### src/rtl/dac_hold_pkg.sv
package dac_hold_pkg;

    localparam int CODE_W = 10;
    localparam int BUS_W  = 10;

    typedef enum logic [1:0] {
        ADR_MODE = 2'd0,
        ADR_HOLD = 2'd1,
        ADR_OUT  = 2'd2,
        ADR_STAT = 2'd3
    } reg_addr_e;

    localparam int BIT_TEN = 0;
    localparam int BIT_RES = 1;
    localparam int BIT_IEN = 2;
    localparam int BIT_SEL = 4;

    typedef enum logic {
        ST_EMPTY   = 1'b0,
        ST_PENDING = 1'b1
    } xfer_state_e;

endpackage

### src/rtl/dac_trig_sync.sv
module dac_trig_sync #(
    parameter int NUM_TRIG = 3
) (
    input  logic                clk,
    input  logic                rst_n,
    input  logic [NUM_TRIG-1:0] trig_async,
    output logic [NUM_TRIG-1:0] trig_rise
);

    for (genvar g = 0; g < NUM_TRIG; g++) begin : g_chan
        logic meta_q, sync_q, prev_q;

        always_ff @(posedge clk or negedge rst_n) begin
            if (!rst_n) begin
                meta_q <= 1'b0;
                sync_q <= 1'b0;
                prev_q <= 1'b0;
            end else begin
                meta_q <= trig_async[g];
                sync_q <= meta_q;
                prev_q <= sync_q;
            end
        end

        assign trig_rise[g] = sync_q & ~prev_q;
    end

endmodule

### src/rtl/dac_regs.sv
module dac_regs
    import dac_hold_pkg::*;
#(
    parameter int SEL_W = 2
) (
    input  logic              clk,
    input  logic              rst_n,
    input  logic              bus_wr,
    input  logic [1:0]        bus_addr,
    input  logic [BUS_W-1:0]  bus_wdata,
    output logic [BUS_W-1:0]  bus_rdata,
    input  logic [CODE_W-1:0] hold_code,
    input  logic [CODE_W-1:0] out_code,
    input  logic              ready,
    output logic              trig_en,
    output logic              res8,
    output logic              irq_en,
    output logic [SEL_W-1:0]  trig_sel,
    output logic              hold_wr,
    output logic [CODE_W-1:0] hold_wcode
);

    reg_addr_e addr;
    assign addr = reg_addr_e'(bus_addr);

    always_ff @(posedge clk or negedge rst_n) begin
        if (!rst_n) begin
            trig_en  <= 1'b0;
            res8     <= 1'b0;
            irq_en   <= 1'b0;
            trig_sel <= '0;
        end else if (bus_wr && addr == ADR_MODE) begin
            trig_en  <= bus_wdata[BIT_TEN];
            res8     <= bus_wdata[BIT_RES];
            irq_en   <= bus_wdata[BIT_IEN];
            trig_sel <= bus_wdata[BIT_SEL +: SEL_W];
        end
    end

    assign hold_wr    = bus_wr && (addr == ADR_HOLD);
    assign hold_wcode = res8 ? {bus_wdata[7:0], 2'b00} : bus_wdata[CODE_W-1:0];

    always_comb begin
        bus_rdata = '0;
        unique case (addr)
            ADR_MODE: begin
                bus_rdata[BIT_TEN]            = trig_en;
                bus_rdata[BIT_RES]            = res8;
                bus_rdata[BIT_IEN]            = irq_en;
                bus_rdata[BIT_SEL +: SEL_W]   = trig_sel;
            end
            ADR_HOLD: bus_rdata[CODE_W-1:0] = hold_code;
            ADR_OUT:  bus_rdata[CODE_W-1:0] = out_code;
            ADR_STAT: bus_rdata[0]          = ready;
        endcase
    end

endmodule

### src/rtl/dac_xfer_fsm.sv
module dac_xfer_fsm
    import dac_hold_pkg::*;
(
    input  logic              clk,
    input  logic              rst_n,
    input  logic              wr,
    input  logic [CODE_W-1:0] wcode,
    input  logic              trig_en,
    input  logic              trig_hit,
    output logic [CODE_W-1:0] hold_code,
    output logic [CODE_W-1:0] out_code,
    output logic              ready
);

    xfer_state_e       state_q, state_d;
    logic [CODE_W-1:0] hold_d, out_d;
    logic              edge_ok;

    assign edge_ok = trig_en & trig_hit;

    always_ff @(posedge clk or negedge rst_n) begin
        if (!rst_n) begin
            state_q   <= ST_EMPTY;
            hold_code <= '0;
            out_code  <= '0;
        end else begin
            state_q   <= state_d;
            hold_code <= hold_d;
            out_code  <= out_d;
        end
    end

    always_comb begin
        state_d = state_q;
        hold_d  = hold_code;
        out_d   = out_code;
        if (wr && !trig_en) begin
            // IMM_WR
            hold_d  = wcode;
            out_d   = wcode;
            state_d = ST_EMPTY;
        end else begin
            unique case (state_q)
                ST_EMPTY: begin
                    if (edge_ok) out_d = hold_code;
                    if (wr) begin
                        // HOLD_WR_TRIG
                        hold_d  = wcode;
                        state_d = ST_PENDING;
                    end
                end
                ST_PENDING: begin
                    if (edge_ok) out_d = hold_code;
                    if (wr) begin
                        // REFILL
                        hold_d  = wcode;
                        state_d = ST_PENDING;
                    end else if (edge_ok) begin
                        // TRIG_EDGE
                        state_d = ST_EMPTY;
                    end
                end
            endcase
        end
    end

    assign ready = (state_q == ST_PENDING);

endmodule

### src/rtl/dac_hold_ctrl.sv
module dac_hold_ctrl
    import dac_hold_pkg::*;
#(
    parameter int NUM_TRIG = 3
) (
    input  logic                clk,
    input  logic                rst_n,
    input  logic                bus_wr,
    input  logic [1:0]          bus_addr,
    input  logic [BUS_W-1:0]    bus_wdata,
    output logic [BUS_W-1:0]    bus_rdata,
    input  logic [NUM_TRIG-1:0] trig_in,
    output logic [CODE_W-1:0]   dac_code,
    output logic                dma_half,
    output logic                irq
);

    localparam int SEL_W = (NUM_TRIG < 2) ? 1 : $clog2(NUM_TRIG);
    localparam int SEL_N = 1 << SEL_W;

    logic [NUM_TRIG-1:0] rise_w;
    logic [SEL_N-1:0]    rise_ext;
    logic [SEL_W-1:0]    trig_sel_w;
    logic                trig_en_w, res8_w, irq_en_w, ready_w, hold_wr_w;
    logic [CODE_W-1:0]   hold_wcode_w, hold_code_w;

    dac_trig_sync #(.NUM_TRIG(NUM_TRIG)) sync_i (
        .clk       (clk),
        .rst_n     (rst_n),
        .trig_async(trig_in),
        .trig_rise (rise_w)
    );

    always_comb begin
        rise_ext = '0;
        rise_ext[NUM_TRIG-1:0] = rise_w;
    end

    dac_regs #(.SEL_W(SEL_W)) regs_i (
        .clk       (clk),
        .rst_n     (rst_n),
        .bus_wr    (bus_wr),
        .bus_addr  (bus_addr),
        .bus_wdata (bus_wdata),
        .bus_rdata (bus_rdata),
        .hold_code (hold_code_w),
        .out_code  (dac_code),
        .ready     (ready_w),
        .trig_en   (trig_en_w),
        .res8      (res8_w),
        .irq_en    (irq_en_w),
        .trig_sel  (trig_sel_w),
        .hold_wr   (hold_wr_w),
        .hold_wcode(hold_wcode_w)
    );

    dac_xfer_fsm fsm_i (
        .clk      (clk),
        .rst_n    (rst_n),
        .wr       (hold_wr_w),
        .wcode    (hold_wcode_w),
        .trig_en  (trig_en_w),
        .trig_hit (rise_ext[trig_sel_w]),
        .hold_code(hold_code_w),
        .out_code (dac_code),
        .ready    (ready_w)
    );

    assign dma_half = ~res8_w;
    assign irq      = ready_w & irq_en_w;

endmodule

### config.mk
export PLATFORM = sky130hd
export DESIGN_NAME = dac_hold_ctrl
export DESIGN_NICKNAME = d
export VERILOG_FILES = /design/src/rtl/dac_hold_pkg.sv /design/src/rtl/dac_trig_sync.sv /design/src/rtl/dac_regs.sv /design/src/rtl/dac_xfer_fsm.sv /design/src/rtl/dac_hold_ctrl.sv
export SDC_FILE = /design/constraint.sdc
export NUM_CORES = 1
export LEC_CHECK = 0
export ABC_AREA = 1
export CAP_MARGIN = 25
export CORE_AREA = 2 2 73 75
export CTS_CLUSTER_SIZE = 20
export DETAILED_ROUTE_END_ITERATION = 6
export DIE_AREA = 0 0 75 77
export DONT_BUFFER_PORTS = 1
export GPL_TIMING_DRIVEN = 0
export SLEW_MARGIN = 40
export SYNTH_ARGS = -nofsm -noshare
export SYNTH_HDL_FRONTEND = slang
export SYNTH_HIERARCHICAL = 1
export SYNTH_SLANG_ARGS = --single-unit
### constraint.sdc
create_clock -name clk -period 1.4 [get_ports clk]
set_input_delay 0.28 -clock clk [delete_from_list [all_inputs] [get_ports clk]]
set_output_delay 0.28 -clock clk [all_outputs]
set_load 0.03 [all_outputs]
## Word-level counts from Yosys, hierarchy flattened

Cells that the tools add are included.

| operators by class | value |
|---|---|
| magnitude comparators | 1 |
| eq/ne operators | 3 |
| mux-type cells | 17 |
| bitwise operators | 10 |
| reductions and logical operators | 7 |

Operator list:

| kind | count |
|---|---|
| 2-to-1 mux 10 bit | 5 |
| case mux 2 bit (3 select lines) | 2 |
| case mux 4 bit (2 select lines) | 1 |
| bitwise AND 1 bit | 5 |
| 2-to-1 mux 1 bit | 5 |
| inverter 1 bit | 5 |
| == test 2 bit, second input constant | 2 |
| case mux 1 bit (2 select lines) | 2 |
| case mux 1 bit (4 select lines) | 1 |
| nonzero test 2 bit | 2 |
| logical AND 1 bit | 3 |
| less-than comparator 2 x 3 -> 1 bit, second input constant | 1 |
| binary-select mux 1 bit (select 2 bit) | 1 |
| == test 2 x 1 -> 1 bit, second input constant | 1 |
| logical NOT 2 bit | 1 |
| logical NOT 1 bit | 1 |

| storage, ports and cells | value |
|---|---|
| flip-flop bits (word level) | 35 |
| input port bits | 18 |
| output and inout bits | 22 |
| word-level logic and storage cells | 54 |

## Longest topological paths before layout

| depth | value |
|---|---|
| depth after elaboration | 9 |
| mapped depth | 11 |
| gate-level depth less buffers | 11 |

## Cells and area by module

The synthesis kept the hierarchy.

By module, submodules not included:

| module | instances | cells each | area each (µm²) | sequential area each (µm²) |
|---|---|---|---|---|
| dac_xfer_fsm | 1 | 124 | 965.9 | 525.5 |
| dac_regs | 1 | 104 | 639.4 | 125.1 |
| dac_trig_sync | 1 | 15 | 255.2 | 225.2 |
| dac_hold_ctrl | 1 | 12 | 47.5 | 0.0 |

## Worst setup path after synthesis

OpenSTA, ideal clock, no wires.

| timing path | value |
|---|---|
| path kind | input to output |
| start point | input bus_addr[1] |
| end point | output bus_rdata[3] |
| arrival time | 1.223 ns |
| data required time | 1.120 ns |
| slack | -0.103 ns |
| stages | 5 |
| buffers on the path | 1 |
| path through | inv_1 -> ha_1 -> buf_6 -> nand2_2 -> a21oi_1 |

| between the ends | value |
|---|---|
| word-level cells in the longest chain between the ends | 2 |
| elaborated cells on any way between the ends | 3 |
| those cells by class | eq/ne: 2; mux: 1 |

Ends and longest elaborated chain:

| element | RTL line | source |
|---|---|---|
| start: declaration | dac_hold_ctrl.sv:9 | `input logic [1:0] bus_addr,` |
| == test 2 bit / == test 2 x 1 -> 1 bit (equally long branches) | dac_regs.sv:45 | `unique case (addr)` |
| case mux 1 bit (2 select lines) (*) | dac_regs.sv:45 |  |
| end: declaration | dac_hold_ctrl.sv:11 | `output logic [BUS_W-1:0] bus_rdata,` |

Every way passes the cells marked *; elsewhere a longest branch is shown, timed or not.

## Worst setup path after layout

| timing path | value |
|---|---|
| start point | input bus_addr[1] |
| end point | output bus_rdata[7] |

| between the ends | value |
|---|---|
| word-level cells in the longest chain between the ends | 2 |
| elaborated cells on any way between the ends | 3 |
| those cells by class | eq/ne: 2; mux: 1 |

Ends and longest elaborated chain:

| element | RTL line |
|---|---|
| == test 2 bit / == test 2 x 1 -> 1 bit (equally long branches) | dac_regs.sv:45 |
| case mux 4 bit (2 select lines) (*) | dac_regs.sv:45 |

Marks and branches as above.

==> flow_summary.yaml <==
status:
  outcome: "complete, but fails checks"
  failed_checks: "negative setup slack"
clock_network:
  tritoncts: "built"
  insertion_delay_ns: 0.29
  clkTransAtPathRegs_ns: 0.07
  cts_root_buf: "clkbuf_8"
  h-tree-depth: 2
  numCtsBuffers: 5
  clockBufferDepth: 2
  clock-sinks: 35
grt:
  grt_overflow: 0
  grtUsageTotal: 0.181
  grt_pass1_vias: 1653
  grt_pass1_wl_um: 7820
  grt_max_degree: 36
  antenna_found_initial: 0
route:
  drc: 0
  dr.first_iter.drc_count: 77
  routedWlPerCell_um: 14.0
  ant_nets: 0
  viasPerCell: 4.68
  drt-total-wl_um: 4750
  vias: 1590
  first_pass_iters: 4
run:
  maxCapViolations: 0
critical_path:
  path_max_fanout: 5
  crit_family: "buffers and inverters"
  r2r_slack_ns: 0.11
  r2r-end: "fsm_i/out_code[3]$_DFFE_PN0P_"
  arrival_ns: 1.15
  critPathKind: "in -> out"
  path_common_cell: "clkinvlp_4"
  critPathLaunchType: "primary input"
  slowest_stage: "ha_4"
  cp.required_ns: 1.12
  reg2reg_depth: 10
  path_buf_inv: 3
  reg2reg_from: "sync_i/g_chan[1].prev_q$_DFF_PN0_"
  path_cells: "clkinvlp_4 -> ha_4 -> clkinvlp_4 -> buf_12 -> a21oi_4"
  max_stage_delay_ns: 0.30
  cp-end-kind: "output pin"
sta:
  slew_violations: 0
  clock.fmax_ghz: 0.698
  hold_viol: 0
  finalSetupViolCount: 6
  fin_setup_tns_ns: -0.174
  fin_ws_ns: -0.0331
  grt_setup_unrepaired: "yes"
  hold_ws_ns: 0.0119
  relSlewSlack: 0.821
  worstMarginPinSlew_ns: 0.269
  fin_crit_sh: 1.02
  post-route-min-period_ns: 1.43
  skew_ns: 0.00521
yosys:
  syn_inst: 255
  ys_ff_latch: 35
  synth.area.top_cells: "dfrtp_1 46%, nand2_1 17%, inv_1 9.2%"
  yosysTopAreaCell: "dfrtp_1"
  synth_flop_cell: "dfrtp_1"
  yosysWarnings: 6
  yosysSeqAreaShare: 0.459
  syn-mean-instance-area_um2: 7.48
  synth_top_area_frac: 0.459
  synthesis.area_mm2: 0.00191
  netlist-cell-type-count: 21
  synth-async-reset-ratio: 1.00
  syn_nets: 278
  synth-edff-count: 0
worst_hold_path:
  whs_endpoint: "sync_i/g_chan[2].meta_q$_DFF_PN0_"
  hold_path.class: "in -> reg"
  holdCritStartpoint: "trig_in[2]"
  min_path_cells: 0
floorplan:
  start_util: 0.383
  dieArea_mm2: 0.00578
  die_w_um: 75
  fp-row-count: 26
  io_pins: 40
  die_h_um: 77
  core-area_mm2: 0.00498
power_and_ir_drop:
  p_comb_frac: 0.243
  seqPwrFrac: 0.489
  irDropWorstVdd_v: 0.000720
  leakagePower_uw: 0.00118
  powerDensity_mw_per_mm2: 1490
  swShare: 0.395
  clockPowerShare: 0.269
  power_switching_uw: 1390
  power.internal_uw: 2140
placement:
  dp_cells: 325
  place_congestion: 0.841
  dp_hpwl_um: 3260
  port_buffers: 0
final_layout:
  final_cells: 340
  area_delta_synth_final_pct: 24.1
  drive_above_1_share: 0.304
  fin_nets: 292
  diodes: 0
[cells by family (layout without fill, tap and decap cells)]
family	after synthesis	count (layout)	synth area share
flip-flops	35	35	0.459
AND/OR/NAND/NOR	124	124	0.289
adder cells (fa/ha/maj)	5	5	0.0328
buffers and inverters	57	72	0.127
AO/OA/AOI/OAI	34	34	0.0931
[worst register-to-register path, delay by kind of cell (launching register included)]
family	cells	cell delay (ns)
buf+inv	2	0.11
flops	1	0.37
simple gates	8	0.70
[stage by stage]
stage,util,cell area [µm²],power [µW],worst slack (ns)
finish,0.476,2370,3530,-0.0331
global route,0.476,2370,3740,-0.0751
CTS,0.458,2280,3510,-0.0304
detailed placement,0.404,2010,2400,-0.354
global placement,0.404,2010,2390,-0.323
floorplan,-,1930,2230,0.0124
[per-layer routing]
metal / vias to the layer above / global-route usage / wire [µm]
met2: 45 / 0.275 / 2170
li1: 797 / - / -
met5: - / 0 / 0
met4: 0 / 0.0768 / 102
met1: 740 / 0.247 / 2180
met3: 8 / 0.0394 / 298
[state kept, by name, indices dropped and copies added, names as in the netlist]
name / flops
sync_i/g_chan.sync_q: 3
fsm_i/hold_code: 10
sync_i/g_chan.prev_q: 3
fsm_i/ready: 1
regs_i/irq_en: 1
sync_i/g_chan.meta_q: 3
regs_i/res8: 1
regs_i/trig_sel: 2
fsm_i/out_code: 10
regs_i/trig_en: 1
[worst max path at each step]
stage / startpoint / endpoint / slack [ns] / cells after the start
floorplan: bus_addr[1] / fsm_i/out_code[1]$_DFFE_PN0P_ / 0.01 / 11
global placement: bus_addr[1] / fsm_i/hold_code[7]$_DFFE_PN0P_ / -0.32 / 8
detailed placement: bus_addr[1] / fsm_i/hold_code[8]$_DFFE_PN0P_ / -0.35 / 8
CTS: fsm_i/out_code[0]$_DFFE_PN0P_ / bus_rdata[0] / -0.03 / 4
global route: fsm_i/out_code[0]$_DFFE_PN0P_ / bus_rdata[0] / -0.08 / 4
finish: bus_addr[1] / bus_rdata[7] / -0.03 / 5
[cells in the mapped netlist (2+ instances only)]
cell type and instances:
dfrtp_1 35, a21oi_1 8, nand2_1 84, nand3_1 12
buf_4 4, o21ai_1 9, nor2_1 8, ha_1 5
o21ai_0 15, buf_2 2, nand3_2 4, nand2_2 11
nor2_2 4, inv_1 47
[placed cells by master, fill, tap and decap left out, types with 6 or more instances in the layout]
master / instances
o21ai_1: 9
nor2_1: 6
o21ai_0: 15
nand2_1: 73
dfrtp_2: 11
inv_1: 41
dfrtp_1: 24
clkbuf_8: 6
nand2_2: 20
nand3_1: 12
[power by group through the flow]
stage	logic, µW	clock network [µW]	registers [µW]
2_1_floorplan	586	0	1650
3_3_place_gp	693	0	1690
3_5_place_dp	700	0	1700
4_1_cts	814	969	1720
5_1_grt	964	1020	1760
6_report	856	947	1720
[layout make-up]
| class | instances | area (µm²) |
|---|---|---|
| fill | 482 | 2610 |
| multi-input combinational | 163 | 921 |
| sequential | 35 | 890 |
| inverter | 49 | 209 |
| tap | 70 | 87.6 |
| clock buffer | 6 | 82.6 |
| timing repair buffer | 7 | 80.1 |
| buffer | 8 | 63.8 |
| clock inverter | 2 | 35.0 |
[what timing repair did]
item                       CTS  global route
resized for setup           34            18
hold buffers                 2             0
setup buffers                2             2
cloned                       0             1
pin swaps                    1             6
setup endpoints to repair   30            20
hold endpoints to repair    35             0
Power figures use the tool's default switching activity.
